## src/rtl/crc32r_pkg.sv

```systemverilog
package crc32r_pkg;

  localparam int unsigned ACC_W = 32;

  typedef logic [ACC_W-1:0] acc_t;

  typedef enum logic [1:0] {
    SZ_BYTE = 2'd0,
    SZ_HALF = 2'd1,
    SZ_WORD = 2'd2,
    SZ_BAD  = 2'd3
  } size_code_e;

  // Mirror a polynomial so the x^31 coefficient lands in bit 0.
  function automatic acc_t mirror(input acc_t v);
    acc_t r;
    for (int i = 0; i < ACC_W; i++) r[i] = v[ACC_W-1-i];
    return r;
  endfunction

endpackage

```

## src/rtl/crc32r_bitstage.sv

```systemverilog
// One reflected division step: shift right, conditionally subtract the divisor.
module crc32r_bitstage #(
  parameter int unsigned ACC_W = 32
) (
  input  logic [ACC_W-1:0] cur,
  input  logic [ACC_W-1:0] poly_rev,
  output logic [ACC_W-1:0] nxt
);
  always_comb begin
    nxt = cur >> 1;
    if (cur[0]) nxt = nxt ^ poly_rev;
  end
endmodule

```

## src/rtl/crc32r_fold.sv

```systemverilog
// Folds DATA_W operand bits into the accumulator through a chain of bit stages.
module crc32r_fold #(
  parameter int unsigned ACC_W  = 32,
  parameter int unsigned DATA_W = 8
) (
  input  logic [ACC_W-1:0]  acc,
  input  logic [DATA_W-1:0] data,
  input  logic [ACC_W-1:0]  poly_rev,
  output logic [ACC_W-1:0]  res
);
  localparam int unsigned STAGES = DATA_W;

  logic [ACC_W-1:0] chain [STAGES+1];

  assign chain[0] = acc ^ ACC_W'(data);

  for (genvar s = 0; s < STAGES; s++) begin : g_stage
    crc32r_bitstage #(.ACC_W(ACC_W)) u_stage (
      .cur      (chain[s]),
      .poly_rev (poly_rev),
      .nxt      (chain[s+1])
    );
  end

  assign res = chain[STAGES];
endmodule

```

## src/rtl/crc32r_unit.sv

```systemverilog
module crc32r_unit
  import crc32r_pkg::*;
#(
  parameter logic [31:0] POLY_CASTAGNOLI = 32'h1EDC6F41,
  parameter logic [31:0] POLY_ETHERNET   = 32'h04C11DB7,
  parameter int unsigned NUM_WIDTHS      = 3,
  parameter int unsigned BASE_W          = 8
) (
  input  logic        clk,
  input  logic        rst,
  input  logic        in_valid,
  input  logic [31:0] acc_in,
  input  logic [31:0] data_in,
  input  logic [1:0]  size_code,
  input  logic        poly_sel,
  output logic        out_valid,
  output logic [31:0] acc_out,
  output logic        bad_size
);
  localparam acc_t REV_CAST = mirror(POLY_CASTAGNOLI);
  localparam acc_t REV_ETH  = mirror(POLY_ETHERNET);

  acc_t poly_rev;
  acc_t width_res [NUM_WIDTHS];
  acc_t next_acc;
  logic next_bad;

  assign poly_rev = poly_sel ? REV_CAST : REV_ETH;

  for (genvar w = 0; w < NUM_WIDTHS; w++) begin : g_width
    localparam int unsigned DW = BASE_W << w;
    crc32r_fold #(.ACC_W(ACC_W), .DATA_W(DW)) u_fold (
      .acc      (acc_in),
      .data     (data_in[DW-1:0]),
      .poly_rev (poly_rev),
      .res      (width_res[w])
    );
  end

  always_comb begin
    next_bad = 1'b0;
    next_acc = '0;
    case (size_code_e'(size_code))
      SZ_BYTE: next_acc = width_res[0];
      SZ_HALF: next_acc = width_res[1];
      SZ_WORD: next_acc = width_res[2];
      default: next_bad = 1'b1;
    endcase
  end

  always_ff @(posedge clk) begin
    if (rst) begin
      out_valid <= 1'b0;
      bad_size  <= 1'b0;
      acc_out   <= '0;
    end else begin
      out_valid <= in_valid;
      bad_size  <= in_valid & next_bad;
      if (in_valid) acc_out <= next_acc;
    end
  end

  // result strobe follows every request by one cycle
  a_r4_valid_follows: assert property (@(posedge clk) disable iff (rst)
    in_valid |=> out_valid);
  // no strobe without a request
  a_r4_no_spurious: assert property (@(posedge clk) disable iff (rst)
    !in_valid |=> !out_valid);
  // result held between operations
  a_r5_hold: assert property (@(posedge clk) disable iff (rst)
    !in_valid |=> $stable(acc_out));
  // illegal size flagged with zero result
  a_r6_bad_flag: assert property (@(posedge clk) disable iff (rst)
    (in_valid && size_code == 2'b11) |=> (bad_size && out_valid && acc_out == '0));
  // legal sizes never flag
  a_r7_legal_clear: assert property (@(posedge clk) disable iff (rst)
    (in_valid && size_code != 2'b11) |=> !bad_size);
  // flag only alongside a result
  a_r7_flag_with_valid: assert property (@(posedge clk) disable iff (rst)
    bad_size |-> out_valid);
  // a zero accumulator with zero data stays zero
  a_r3_zero_maps_zero: assert property (@(posedge clk) disable iff (rst)
    (in_valid && acc_in == '0 && data_in == '0) |=> (acc_out == '0));
endmodule

```

## config.mk

```make
export PLATFORM = sky130hd
export DESIGN_NAME = crc32r_unit
export DESIGN_NICKNAME = d
export VERILOG_FILES = /design/src/rtl/crc32r_pkg.sv /design/src/rtl/crc32r_bitstage.sv /design/src/rtl/crc32r_fold.sv /design/src/rtl/crc32r_unit.sv
export SDC_FILE = /design/constraint.sdc
export NUM_CORES = 1
export LEC_CHECK = 0
export BUFFER_PORTS_ARGS = -buffer_cell sky130_fd_sc_hd__buf_2
export CAP_MARGIN = 25
export CORE_MARGIN = 2
export CORE_UTILIZATION = 55
export CTS_CLUSTER_DIAMETER = 120
export DETAILED_ROUTE_END_ITERATION = 7
export HOLD_SLACK_MARGIN = 0.1
export PLACE_DENSITY = 0.72
export SLEW_MARGIN = 15
export SYNTH_ARGS = -nofsm -noshare
export SYNTH_HDL_FRONTEND = slang
export SYNTH_HIERARCHICAL = 1
export SYNTH_SLANG_ARGS = --single-unit
```

## constraint.sdc

```tcl
create_clock -name clk -period 25.9 [get_ports clk]
set_clock_uncertainty 0.1 [all_clocks]
set_input_delay 1.295 -clock clk [delete_from_list [all_inputs] [get_ports clk]]
set_output_delay 1.295 -clock clk [all_outputs]
set_load 0.02 [all_outputs]
```

==> run summary <==
first-pass GRT wire length: 97.0 mm
H-tree depth: 2
Finish-stage setup viols: 0
vias in the first global route: 20,100
grt total ovfl: 0
RePlAce Congestion: 0.838
WP data arrival: 11.22 ns
crit start category: input port
Tcrit/Tclk final: 0.430
Final ANT Viol Nets: 0
DR vias: 22,700
largest net degree at the start of global routing: 213
status: finished, final reports clean
DR WL/cell: 10.4 um
setup tns final: 0 ns
Clock Pin Slew Worst Setup and Hold Paths: 0.05 ns
multi-input logic area: 0.0275 mm^2
register area share after synthesis: 0.0256
CTS Root Cell: clkbuf_16
# DRC: 0
Placement Rows: 80
layout cells sized above 1: 0.0547
HP Class: reg2reg
First DRT Iteration DRCs: 1,452
crit path kind: in2reg
CTS Buffer Depth: 2
average vias per placed instance: 4.19
Sink Count: 34
worst hold margin: 0.414 ns
# fillers: 4,540
Finished Layout Cells: 5,409
GRT Total Usage: 0.226
max_slew headroom: 0.264
antenna fix cells: 0
Final WS setup: 14.77 ns
post-CTS sizing: 0
I/O pin count: 104
met2 usage: 0.391
GR Layer Usage met1: 0.318
worst-margin pin slew: 1.10 ns
Worst Setup End Kind: flop
final WL: 56.2 mm
post-synthesis average cell area: 6.68 um^2
CP max-delay cell: xor2_2
Reg area: 681 um^2
RSZ-0062 raised after global routing: no
Initial Util: 0.556
GRT busiest layer: met2
WP data required: 25.99 ns
Cells after DPL: 5,401
Worst Path Max Fanout: 32
final critical-path required period: 11.13 ns
hpwl dp: 41.4 mm
buffer count from post-CTS setup fixing: 0
Final nets: 4,863
Slew Limit Fails: 0
Die X: 224 um
cts hold-fix bufs: 0
Chip Height: 224 um
Buffers on Ports: 103
CP dominant cell by count: xnor2_1
cell count after synthesis: 3,974
Die Footprint: 0.0501 mm^2
Ys Warns: 6
Max-cap violations: 0
GR Layer Usage met3: 0.00695
Synth Register Bits: 34
pre-CTS setup slack: 14.39 ns
drt first pass iters: 5
Hold Vio Cnt, Final: 0
worst-skew pair later-pin latency: 0.27 ns
synthesized cell area: 0.0266 mm^2
synth-to-layout area growth: 13.3%
initial antenna violation count: 0
Slowest Stage Delay on Critical Path: 0.45 ns
highest clock rate: 89.8 MHz
post-synth cell types: 20
Num CTS Buffers: 5
CORE AREA: 0.0477 mm^2
CTS tree: built
synthesized netlist by cell type:
| cell type | number | area share |
|---|---|---|
| nand2_1 | 1768 | 0.25 |
| xnor2_1 | 1736 | 0.57 |
| buf_6 | 172 | 0.073 |
| and2_1 | 56 | 0.013 |
| xor2_1 | 56 | 0.018 |
| dfxtp_1 | 34 | 0.026 |
| mux2i_1 | 32 | 0.012 |
| nor2_1 | 32 | 0.0045 |
| a311oi_2 | 30 | 0.017 |
| or2_0 | 29 | 0.0068 |
| clkbuf_1 | 7 | 0.00099 |
| buf_2 | 5 | 0.00094 |
| buf_1 | 3 | 0.00042 |
| buf_12 | 3 | 0.0023 |
| or2_2 | 3 | 0.00071 |
| a311oi_1 | 2 | 0.00066 |
| conb_1 | 2 | 0.00028 |
| nor2b_1 | 2 | 0.00047 |
| and3_1 | 1 | 0.00024 |
| inv_1 | 1 | 0.00014 |
through the flow:
stage / instance area, um^2 / utilization
floorplan: 29700 / -
global placement: 29900 / 0.627
detailed placement: 29900 / 0.627
CTS: 30100 / 0.630
global route: 30100 / 0.630
finish: 30100 / 0.630
sequential cells by signal, indices dropped and copies added (netlist names):
signal,flops
acc_out,32
bad_size,1
out_valid,1
critical path, delay by kind of cell:
kind / cells / cell delay (ns)
buffers and inverters: 9 / 2.77
AO/OA/AOI/OAI: 1 / 0.26
AND/OR/NAND/NOR: 9 / 0.96
XOR/XNOR: 33 / 5.90
path summary, 6_finish.rpt:
check | cells after the start | endpoint | from | slack [ns]
hold reg to reg | 2 | acc_out[29] | acc_out[29] | 0.41
hold / removal | 2 | acc_out[29] | acc_out[29] | 0.41
setup / recovery | 52 | acc_out[27] | data_in[0] | 14.77
setup reg to reg | 2 | acc_out[3] | acc_out[3] | 25.03
cell usage in the layout, fill, tap and decap left out:
master     instances
xor2_1            53
clkinv_2           1
or2_2              3
xnor2_2           45
nor2_1            32
xor2_2             3
and2_1            56
dfxtp_1           34
a311oi_2          30
buf_8              1
clkbuf_1           1
nor2b_2            1
buf_12             1
xnor2_1         1683
mux2i_1           32
nor2b_1            1
a311oi_1           2
nand2_1         1768
conb_1           840
inv_8              1
clkbuf_16          5
clkbuf_8           1
buf_2            102
and3_1             1
or2_0             29
xnor2_4            8
buf_4             60
cell type report:
type                            count  share of cell area
Multi-Input combinational cell   4587               0.913
Timing Repair Buffer              164              0.0331
Tap cell                          615              0.0256
Sequential cell                    34              0.0226
Clock buffer                        7             0.00474
Inverter                            1            0.000374
Clock inverter                      1            0.000166
kinds of logic (layout without fill, tap and decap cells):
logic type | after synthesis | in the layout | synth area share
compound gates | 32 | 32 | 0.0176
xor+xnor | 1792 | 1792 | 0.591
simple gates | 1891 | 1891 | 0.276
other cells | 2 | 840 | 0.000283
buf+inv | 191 | 173 | 0.0777
flops | 34 | 34 | 0.0256
mux | 32 | 32 | 0.0121
layer usage:
layer | vias to the layer above | wire length [um]
met4 | 0 | 799
met1 | 9664 | 28300
met5 | - | 0
li1 | 12700 | -
met2 | 297 | 25600
met3 | 42 | 1490
Power is left out: the tool's default activity adds up to more than one toggle a clock period on the data nets, which glitch-free logic cannot reach.
